==> config.mk <==
export PLATFORM = sky130hd
export DESIGN_NAME = adc_i2c_ctrl
export DESIGN_NICKNAME = d
export VERILOG_FILES = /design/src/rtl/adc_i2c_pkg.sv /design/src/rtl/adc_i2c_ctl.sv /design/src/rtl/adc_i2c_dp.sv /design/src/rtl/adc_i2c_ctrl.sv
export SDC_FILE = /design/constraint.sdc
export NUM_CORES = 1
export LEC_CHECK = 0
export BUFFER_PORTS_ARGS = -buffer_cell sky130_fd_sc_hd__buf_2
export CAP_MARGIN = 20
export CORE_AREA = 2 2 86 88
export CTS_BUF_LIST = sky130_fd_sc_hd__clkbuf_4
export CTS_CLUSTER_SIZE = 20
export DETAILED_ROUTE_END_ITERATION = 8
export DIE_AREA = 0 0 88 90
export SKIP_LAST_GASP = 1
export SLEW_MARGIN = 20
export SYNTH_ARGS = -nofsm -noshare
export SYNTH_HDL_FRONTEND = slang
export SYNTH_SLANG_ARGS = --single-unit
export TNS_END_PERCENT = 1
==> constraint.sdc <==
create_clock -name clk -period 6.4 [get_ports clk]
set_input_delay 0.96 -clock clk [delete_from_list [all_inputs] [get_ports clk]]
set_output_delay 0.96 -clock clk [all_outputs]
set_load 0.02 [all_outputs]
==> src/rtl/adc_i2c_pkg.sv <==
package adc_i2c_pkg;

  // Strobes from the bus controller to the datapath
  typedef struct packed {
    logic boundary;  // STOP or START seen
    logic shiftIn;   // sample SDA into the receive register
    logic latchCmd;  // command byte complete
    logic loadHi;    // read address accepted: load upper result byte
    logic loadLo;    // master acked first byte: load lower result byte
    logic shiftTx;   // advance the transmit register
  } ctlStrobe_t;

  typedef enum logic [1:0] {
    MODE_PDN    = 2'd0,
    MODE_SAMPLE = 2'd1,
    MODE_CONV   = 2'd2
  } pwrMode_t;

  typedef enum logic [3:0] {
    S_IDLE, S_ADDR, S_ADDR_END, S_ADDR_ACK,
    S_CMD, S_CMD_END, S_CMD_ACK,
    S_TX, S_TX_ACK, S_IGNORE
  } busState_t;

endpackage

==> src/rtl/adc_i2c_ctl.sv <==
module adc_i2c_ctl
  import adc_i2c_pkg::*;
#(
  parameter int SYNC_STAGES = 2
) (
  input  logic       clk,
  input  logic       rstN,
  input  logic       sclIn,
  input  logic       sdaIn,
  input  logic       addrMatch,
  input  logic       rwBit,
  input  logic       txMsb,
  output ctlStrobe_t strb,
  output logic       sdaBit,
  output logic       sdaPullLow
);

  logic [SYNC_STAGES-1:0] sclSh, sdaSh;
  logic sclS, sdaS, sclPrev, sdaPrev;

  always_ff @(posedge clk or negedge rstN) begin
    if (!rstN) begin
      sclSh   <= '1;
      sdaSh   <= '1;
      sclPrev <= 1'b1;
      sdaPrev <= 1'b1;
    end else begin
      sclSh   <= {sclSh[SYNC_STAGES-2:0], sclIn};
      sdaSh   <= {sdaSh[SYNC_STAGES-2:0], sdaIn};
      sclPrev <= sclS;
      sdaPrev <= sdaS;
    end
  end

  assign sclS   = sclSh[SYNC_STAGES-1];
  assign sdaS   = sdaSh[SYNC_STAGES-1];
  assign sdaBit = sdaS;

  logic sclRise, sclFall, startCond, stopCond;
  assign sclRise   = sclS & ~sclPrev;
  assign sclFall   = ~sclS & sclPrev;
  assign startCond = sclS & sclPrev & sdaPrev & ~sdaS;
  assign stopCond  = sclS & sclPrev & ~sdaPrev & sdaS;

  busState_t  st, stN;
  logic [2:0] bitCnt, bitCntN;
  logic       firstByte, firstByteN, masterAck, masterAckN;

  always_comb begin
    stN        = st;
    bitCntN    = bitCnt;
    firstByteN = firstByte;
    masterAckN = masterAck;
    strb       = '0;
    if (startCond) begin
      strb.boundary = 1'b1;
      stN           = S_ADDR;
      bitCntN       = '0;
    end else if (stopCond) begin
      strb.boundary = 1'b1;
      stN           = S_IDLE;
    end else begin
      case (st)
        S_ADDR, S_CMD:
          if (sclRise) begin
            strb.shiftIn = 1'b1;
            if (bitCnt == 3'd7) stN = (st == S_ADDR) ? S_ADDR_END : S_CMD_END;
            else                bitCntN = 3'(bitCnt + 3'd1);
          end
        S_ADDR_END:
          if (sclFall) stN = addrMatch ? S_ADDR_ACK : S_IGNORE;
        S_ADDR_ACK:
          if (sclFall) begin
            bitCntN = '0;
            if (rwBit) begin
              strb.loadHi = 1'b1;
              firstByteN  = 1'b1;
              stN         = S_TX;
            end else begin
              stN = S_CMD;
            end
          end
        S_CMD_END:
          if (sclFall) begin
            strb.latchCmd = 1'b1;
            stN           = S_CMD_ACK;
          end
        S_CMD_ACK:
          if (sclFall) stN = S_IGNORE;
        S_TX:
          if (sclFall) begin
            if (bitCnt == 3'd7) stN = S_TX_ACK;
            else begin
              strb.shiftTx = 1'b1;
              bitCntN      = 3'(bitCnt + 3'd1);
            end
          end
        S_TX_ACK: begin
          if (sclRise) masterAckN = ~sdaS;
          if (sclFall) begin
            if (firstByte && masterAck) begin
              strb.loadLo = 1'b1;
              firstByteN  = 1'b0;
              bitCntN     = '0;
              stN         = S_TX;
            end else begin
              stN = S_IGNORE;
            end
          end
        end
        default: ;
      endcase
    end
  end

  always_ff @(posedge clk or negedge rstN) begin
    if (!rstN) begin
      st        <= S_IDLE;
      bitCnt    <= '0;
      firstByte <= 1'b0;
      masterAck <= 1'b0;
    end else begin
      st        <= stN;
      bitCnt    <= bitCntN;
      firstByte <= firstByteN;
      masterAck <= masterAckN;
    end
  end

  assign sdaPullLow = (st == S_ADDR_ACK) || (st == S_CMD_ACK) ||
                      ((st == S_TX) && !txMsb);

endmodule

==> src/rtl/adc_i2c_dp.sv <==
module adc_i2c_dp
  import adc_i2c_pkg::*;
#(
  parameter logic [4:0] ADDR_PREFIX   = 5'b10010,
  parameter int         DATA_W        = 12,
  parameter int         SETTLE_CYCLES = 16
) (
  input  logic              clk,
  input  logic              rstN,
  input  ctlStrobe_t        strb,
  input  logic              sdaBit,
  input  logic [1:0]        strapAddr,
  input  logic [DATA_W-1:0] convData,
  output logic              addrMatch,
  output logic              rwBit,
  output logic              txMsb,
  output logic              refOn,
  output logic              refSettled,
  output logic [1:0]        powerMode,
  output logic [3:0]        selCode
);

  localparam int HI_W  = DATA_W - 8;
  localparam int PAD_W = 8 - HI_W;
  localparam int CNT_W = $clog2(SETTLE_CYCLES + 1);

  logic [7:0] rxReg, txReg, loHold;
  logic [7:0] hiByte;
  logic       pd0Reg, refArm, settled, convBusy, cmdPend;
  logic [CNT_W-1:0] settleCnt;

  assign hiByte    = {{PAD_W{1'b0}}, convData[DATA_W-1:8]};
  assign addrMatch = (rxReg[7:1] == {ADDR_PREFIX, strapAddr});
  assign rwBit     = rxReg[0];
  assign txMsb     = txReg[7];

  always_ff @(posedge clk or negedge rstN) begin
    if (!rstN) begin
      rxReg   <= '0;
      txReg   <= '1;
      loHold  <= '0;
      selCode <= '0;
      pd0Reg  <= 1'b0;
    end else begin
      if (strb.shiftIn) rxReg <= {rxReg[6:0], sdaBit};
      if (strb.loadHi) begin
        txReg  <= hiByte;
        loHold <= convData[7:0];
      end else if (strb.loadLo) begin
        txReg <= loHold;
      end else if (strb.shiftTx) begin
        txReg <= {txReg[6:0], 1'b1};
      end
      if (strb.latchCmd) begin
        selCode <= rxReg[7:4];
        pd0Reg  <= rxReg[2];
      end
    end
  end

  // Reference on/off: off acts at once, on waits for a bus boundary
  always_ff @(posedge clk or negedge rstN) begin
    if (!rstN) begin
      refOn  <= 1'b0;
      refArm <= 1'b0;
    end else if (strb.latchCmd) begin
      if (rxReg[3]) begin
        if (!refOn) refArm <= 1'b1;
      end else begin
        refOn  <= 1'b0;
        refArm <= 1'b0;
      end
    end else if (strb.boundary && refArm) begin
      refOn  <= 1'b1;
      refArm <= 1'b0;
    end
  end

  always_ff @(posedge clk or negedge rstN) begin
    if (!rstN) begin
      settleCnt <= '0;
      settled   <= 1'b0;
    end else if (!refOn) begin
      settleCnt <= '0;
      settled   <= 1'b0;
    end else if (!settled) begin
      settleCnt <= CNT_W'(settleCnt + 1'b1);
      if (settleCnt == CNT_W'(SETTLE_CYCLES - 1)) settled <= 1'b1;
    end
  end

  assign refSettled = settled & refOn;

  always_ff @(posedge clk or negedge rstN) begin
    if (!rstN) begin
      convBusy <= 1'b0;
      cmdPend  <= 1'b0;
    end else if (strb.boundary) begin
      convBusy <= 1'b0;
      cmdPend  <= 1'b0;
    end else if (strb.loadHi) begin
      convBusy <= 1'b1;
      cmdPend  <= 1'b0;
    end else if (strb.latchCmd) begin
      cmdPend <= 1'b1;
    end
  end

  pwrMode_t modeSel;
  always_comb begin
    if (convBusy)                modeSel = MODE_CONV;
    else if (cmdPend || pd0Reg)  modeSel = MODE_SAMPLE;
    else                         modeSel = MODE_PDN;
  end
  assign powerMode = modeSel;

endmodule

==> src/rtl/adc_i2c_ctrl.sv <==
module adc_i2c_ctrl
  import adc_i2c_pkg::*;
#(
  parameter logic [4:0] ADDR_PREFIX   = 5'b10010,
  parameter int         DATA_W        = 12,
  parameter int         SETTLE_CYCLES = 16,
  parameter int         SYNC_STAGES   = 2
) (
  input  logic              clk,
  input  logic              rstN,
  input  logic              sclIn,
  input  logic              sdaIn,
  input  logic [1:0]        strapAddr,
  input  logic [DATA_W-1:0] convData,
  output logic              sdaPullLow,
  output logic              refOn,
  output logic              refSettled,
  output logic [1:0]        powerMode,
  output logic [3:0]        selCode
);

  ctlStrobe_t strb;
  logic sdaBit, addrMatch, rwBit, txMsb;

  adc_i2c_ctl #(.SYNC_STAGES(SYNC_STAGES)) u_ctl (
    .clk(clk), .rstN(rstN), .sclIn(sclIn), .sdaIn(sdaIn),
    .addrMatch(addrMatch), .rwBit(rwBit), .txMsb(txMsb),
    .strb(strb), .sdaBit(sdaBit), .sdaPullLow(sdaPullLow)
  );

  adc_i2c_dp #(
    .ADDR_PREFIX(ADDR_PREFIX), .DATA_W(DATA_W), .SETTLE_CYCLES(SETTLE_CYCLES)
  ) u_dp (
    .clk(clk), .rstN(rstN), .strb(strb), .sdaBit(sdaBit),
    .strapAddr(strapAddr), .convData(convData),
    .addrMatch(addrMatch), .rwBit(rwBit), .txMsb(txMsb),
    .refOn(refOn), .refSettled(refSettled),
    .powerMode(powerMode), .selCode(selCode)
  );

endmodule

==> Implementation_results.wiki <==
{| class="wikitable"
! Metric !! Value
|-
| Hold Buf Count CTS || 0
|-
| Routed wire per std cell || 13.5 um
|-
| Netlist Area Pre-Place || 0.00274 mm^2
|-
| Post-detail-place hpwl || 3.50 mm
|-
| Routability cong. || 0.814
|-
| Result of the run || finished, final reports clean
|-
| Die H || 90 um
|-
| Slowest stage delay, CP || 680 ps
|-
| Peak supply drop || 0.144 mV
|-
| Most frequent cell after synthesis || dfrtp_1
|-
| Horizontal extent of the die || 88 um
|-
| Antenna diode count || 0
|-
| Number of nets with antenna violations after detailed routing || 0
|-
| Compound-cell area share of the yosys netlist || 0.129
|-
| Syn nets || 268
|-
| Count of mapped cells out of synthesis || 246
|-
| WP data required || 5440 ps
|-
| Number of global-route vias before repair || 1682
|-
| Clk sinks || 54
|-
| Total grt overflow || 0
|-
| Total Neg Setup Slack || 0 ps
|-
| Share of synthesized area occupied by flip-flops and latches || 0.499
|-
| Distinct cell type count of the synthesized netlist || 53
|-
| Adder-cell area share of the yosys netlist || 0.0182
|-
| Final slew viol count || 0
|-
| Worst slew margin relative to its limit || 0.514
|-
| Multiplexer share of the synthesized area || 0.123
|-
| Number of placed I/O pins || 27
|-
| Number of gates given a new drive strength after cts || 0
|-
| Filler Cell Count || 686
|-
| EDFF count, synth || 0
|-
| Overall global routing resource usage || 0.133
|-
| Max-capacitance violation count || 0
|-
| Number of buffers on the longest clock path || 2
|-
| Clock buffers created by TritonCTS || 5
|-
| Share of cells above drive strength 1 || 0.289
|-
| Final clock period utilization by the worst path || 0.424
|-
| Static leakage || 1.35 nW
|-
| Effective utilization at floorplan || 0.391
|-
| Count of input and output buffers || 26
|-
| Power per unit of standard cell area || 341 mW/mm^2
|-
| Final Hold Viols || 0
|-
| Nature of the critical path endpoint || primary output
|-
| RSZ-0062 raised after global routing || no
|-
| Min Tclk post-route || 2710 ps
|-
| Area of the multi-input gates || 0.00129 mm^2
|-
| # H-tree levels || 2
|-
| Main combinational cell family by area after synthesis || simple AND/OR/NAND/NOR gates
|-
| Vias per cell || 5.04
|-
| Most common library cells after synthesis || 40 x dfrtp_1, 22 x nor2_1, 20 x nand2_1, 14 x dfstp_2, 13 x mux2_2
|-
| Xor and xnor fraction of the mapped netlist area || 0.0223
|-
| Fraction of synthesis flops using an asynchronous set or reset pin || 1.00
|-
| Number of vias after detailed routing || 1860
|-
| Clock Latency Late Sink || 390 ps
|-
| Iter 0 DRT Violations || 77
|-
| Top fanout value on the critical path || 15
|-
| Maximum number of pins on one net before global-route repair || 55
|-
| Area added between synthesis and finish || 9.62%
|-
| Count of endpoints failing setup in the final report || 0
|-
| Critical path cell sequence || nand2b_1 -> nor3_1 -> buf_2
|-
| Die Area || 0.00792 mm^2
|-
| Number of register bits inferred by synthesis || 54
|-
| Number of antenna violations at the first check in global routing || 0
|-
| Fraction of post-synthesis cell area in the top cell type by area || 0.365
|-
| FF/Latch Area || 0.00137 mm^2
|-
| Worst hold path class || register to register
|-
| 1st-pass router iterations || 4
|-
| Clock Root Buffer || clkbuf_4
|-
| Largest area contributor in the netlist || dfrtp_1
|-
| Critical path's slowest cell || dfrtp_1
|-
| Placement row count || 31
|-
| # Post-CTS Setup Buffers || 0
|-
| Total power consumption of the routed design || 0.00103 W
|-
| Wire length of the first global-routing pass || 8.41 mm
|-
| Max Clock Skew || 24.8 ps
|-
| Aggregate routed wire length || 4.98 mm
|-
| Core box area || 0.00702 mm^2
|-
| Crit Path Category || register to primary output
|-
| TritonCTS clock tree || yes
|-
| Slew at the pin closest to its max-slew limit || 728 ps
|-
| Post-Synth Simple-Gate Area || 0.180
|-
| Clock transition at the register clock pins on the worst setup and hold paths after CTS || 140 ps
|-
| CP Data Arrival Time || 1750 ps
|-
| Nature of the critical path startpoint || register
|-
| Net total in the final layout || 291
|-
| Top cells by area, synth || dfrtp_1 36%, dfstp_2 13%, mux2_2 5.3%
|-
| DRC violation count after routing || 0
|-
| Highest achievable clock rate || 369 MHz
|-
| Avg Cell Area, Syn || 11.2 um^2
|-
| Primary flip-flop cell chosen by synthesis mapping || dfrtp_1
|-
| Number of warnings reported in the yosys synthesis log || 0
|}
[flip-flops by register name, indices dropped and copies added (netlist names), 2 cells and up]
register        count
u_dp.txReg          8
u_dp.loHold         8
u_ctl.sdaSh         2
u_ctl.bitCnt        3
u_dp.selCode        4
u_dp.settleCnt      5
u_dp.rxReg          8
u_ctl.sclSh         2
u_ctl.st            4
[cell usage in the layout (no fill, tap or decap), drive strengths merged, types with 7 or more instances in the layout]
cell type	synthesis	layout
dfstp	14	14
buf	8	27
mux2i	9	9
dfrtp	40	40
inv	7	8
nand2	20	20
o21ai	12	12
mux2	22	22
nor2	25	25
nand2b	7	7
[critical path, delay by kind of cell, from the launching register on]
kind / cells / cell delay, ps
buffers and inverters: 1 / 220
AND/OR/NAND/NOR: 2 / 490
flip-flops: 1 / 680
[through the flow]
| stage | instances | worst slack, ps | util | hold slack, ps | instance area [um^2] |
|---|---|---|---|---|---|
| CTS | 369 | 3650 | 0.428 | 367 | 3010 |
| finish | 369 | 3690 | 0.428 | 366 | 3010 |
| global placement | 361 | 4040 | 0.420 | 347 | 2950 |
| floorplan | 246 | 4230 | - | 345 | 2740 |
| detailed placement | 361 | 3990 | 0.420 | 347 | 2950 |
| global route | 369 | 3560 | 0.428 | 370 | 3010 |
[layout make-up]
class                   instances  area share
well taps                      99      0.0412
repair buffers                 27      0.0458
flip-flops and latches         54       0.455
inverters                       7     0.00874
clock inverters                 3     0.00624
multi-input cells             174       0.431
clock buffers                   5      0.0125
[logic make-up (layout without fill, tap and decap cells)]
| kind of cell | count (synthesis) | count (layout) |
|---|---|---|
| buf+inv | 18 | 42 |
| compound gates | 44 | 44 |
| xor+xnor | 7 | 7 |
| simple gates | 88 | 88 |
| fa+ha+maj | 4 | 4 |
| flops | 54 | 54 |
| mux | 31 | 31 |
[where the power goes]
part	internal (W)	switching, W	leakage [nW]
Sequential	0.000428	0.0000914	0.682
Clock	0.0000433	0.000110	0.0354
Combinational	0.000170	0.000183	0.628
[worst paths after layout]
| kind | start | to | slack (ps) | depth (start not counted) |
|---|---|---|---|---|
| hold reg to reg | u_ctl.sdaSh[0] | u_ctl.sdaSh[1] | 370 | 0 |
| min in group asynchronous | rstN | u_ctl.bitCnt[0] | 680 | 2 |
| setup / recovery | u_ctl.st[1] | sdaPullLow | 3690 | 3 |
| hold / removal | u_ctl.sdaSh[0] | u_ctl.sdaSh[1] | 370 | 0 |
| setup reg to reg | u_ctl.st[1] | u_dp.loHold[7] | 3990 | 4 |
| max in group asynchronous | rstN | u_ctl.masterAck | 5260 | 2 |
[per-layer routing]
metal	wire length (um)	track usage	up-vias
li1	-	-	934
met1	2570	0.208	886
met2	2170	0.182	36
met3	200	0.0321	4
met4	47	0.0346	0
met5	0	0	-
(Power assumes the default switching activity.)
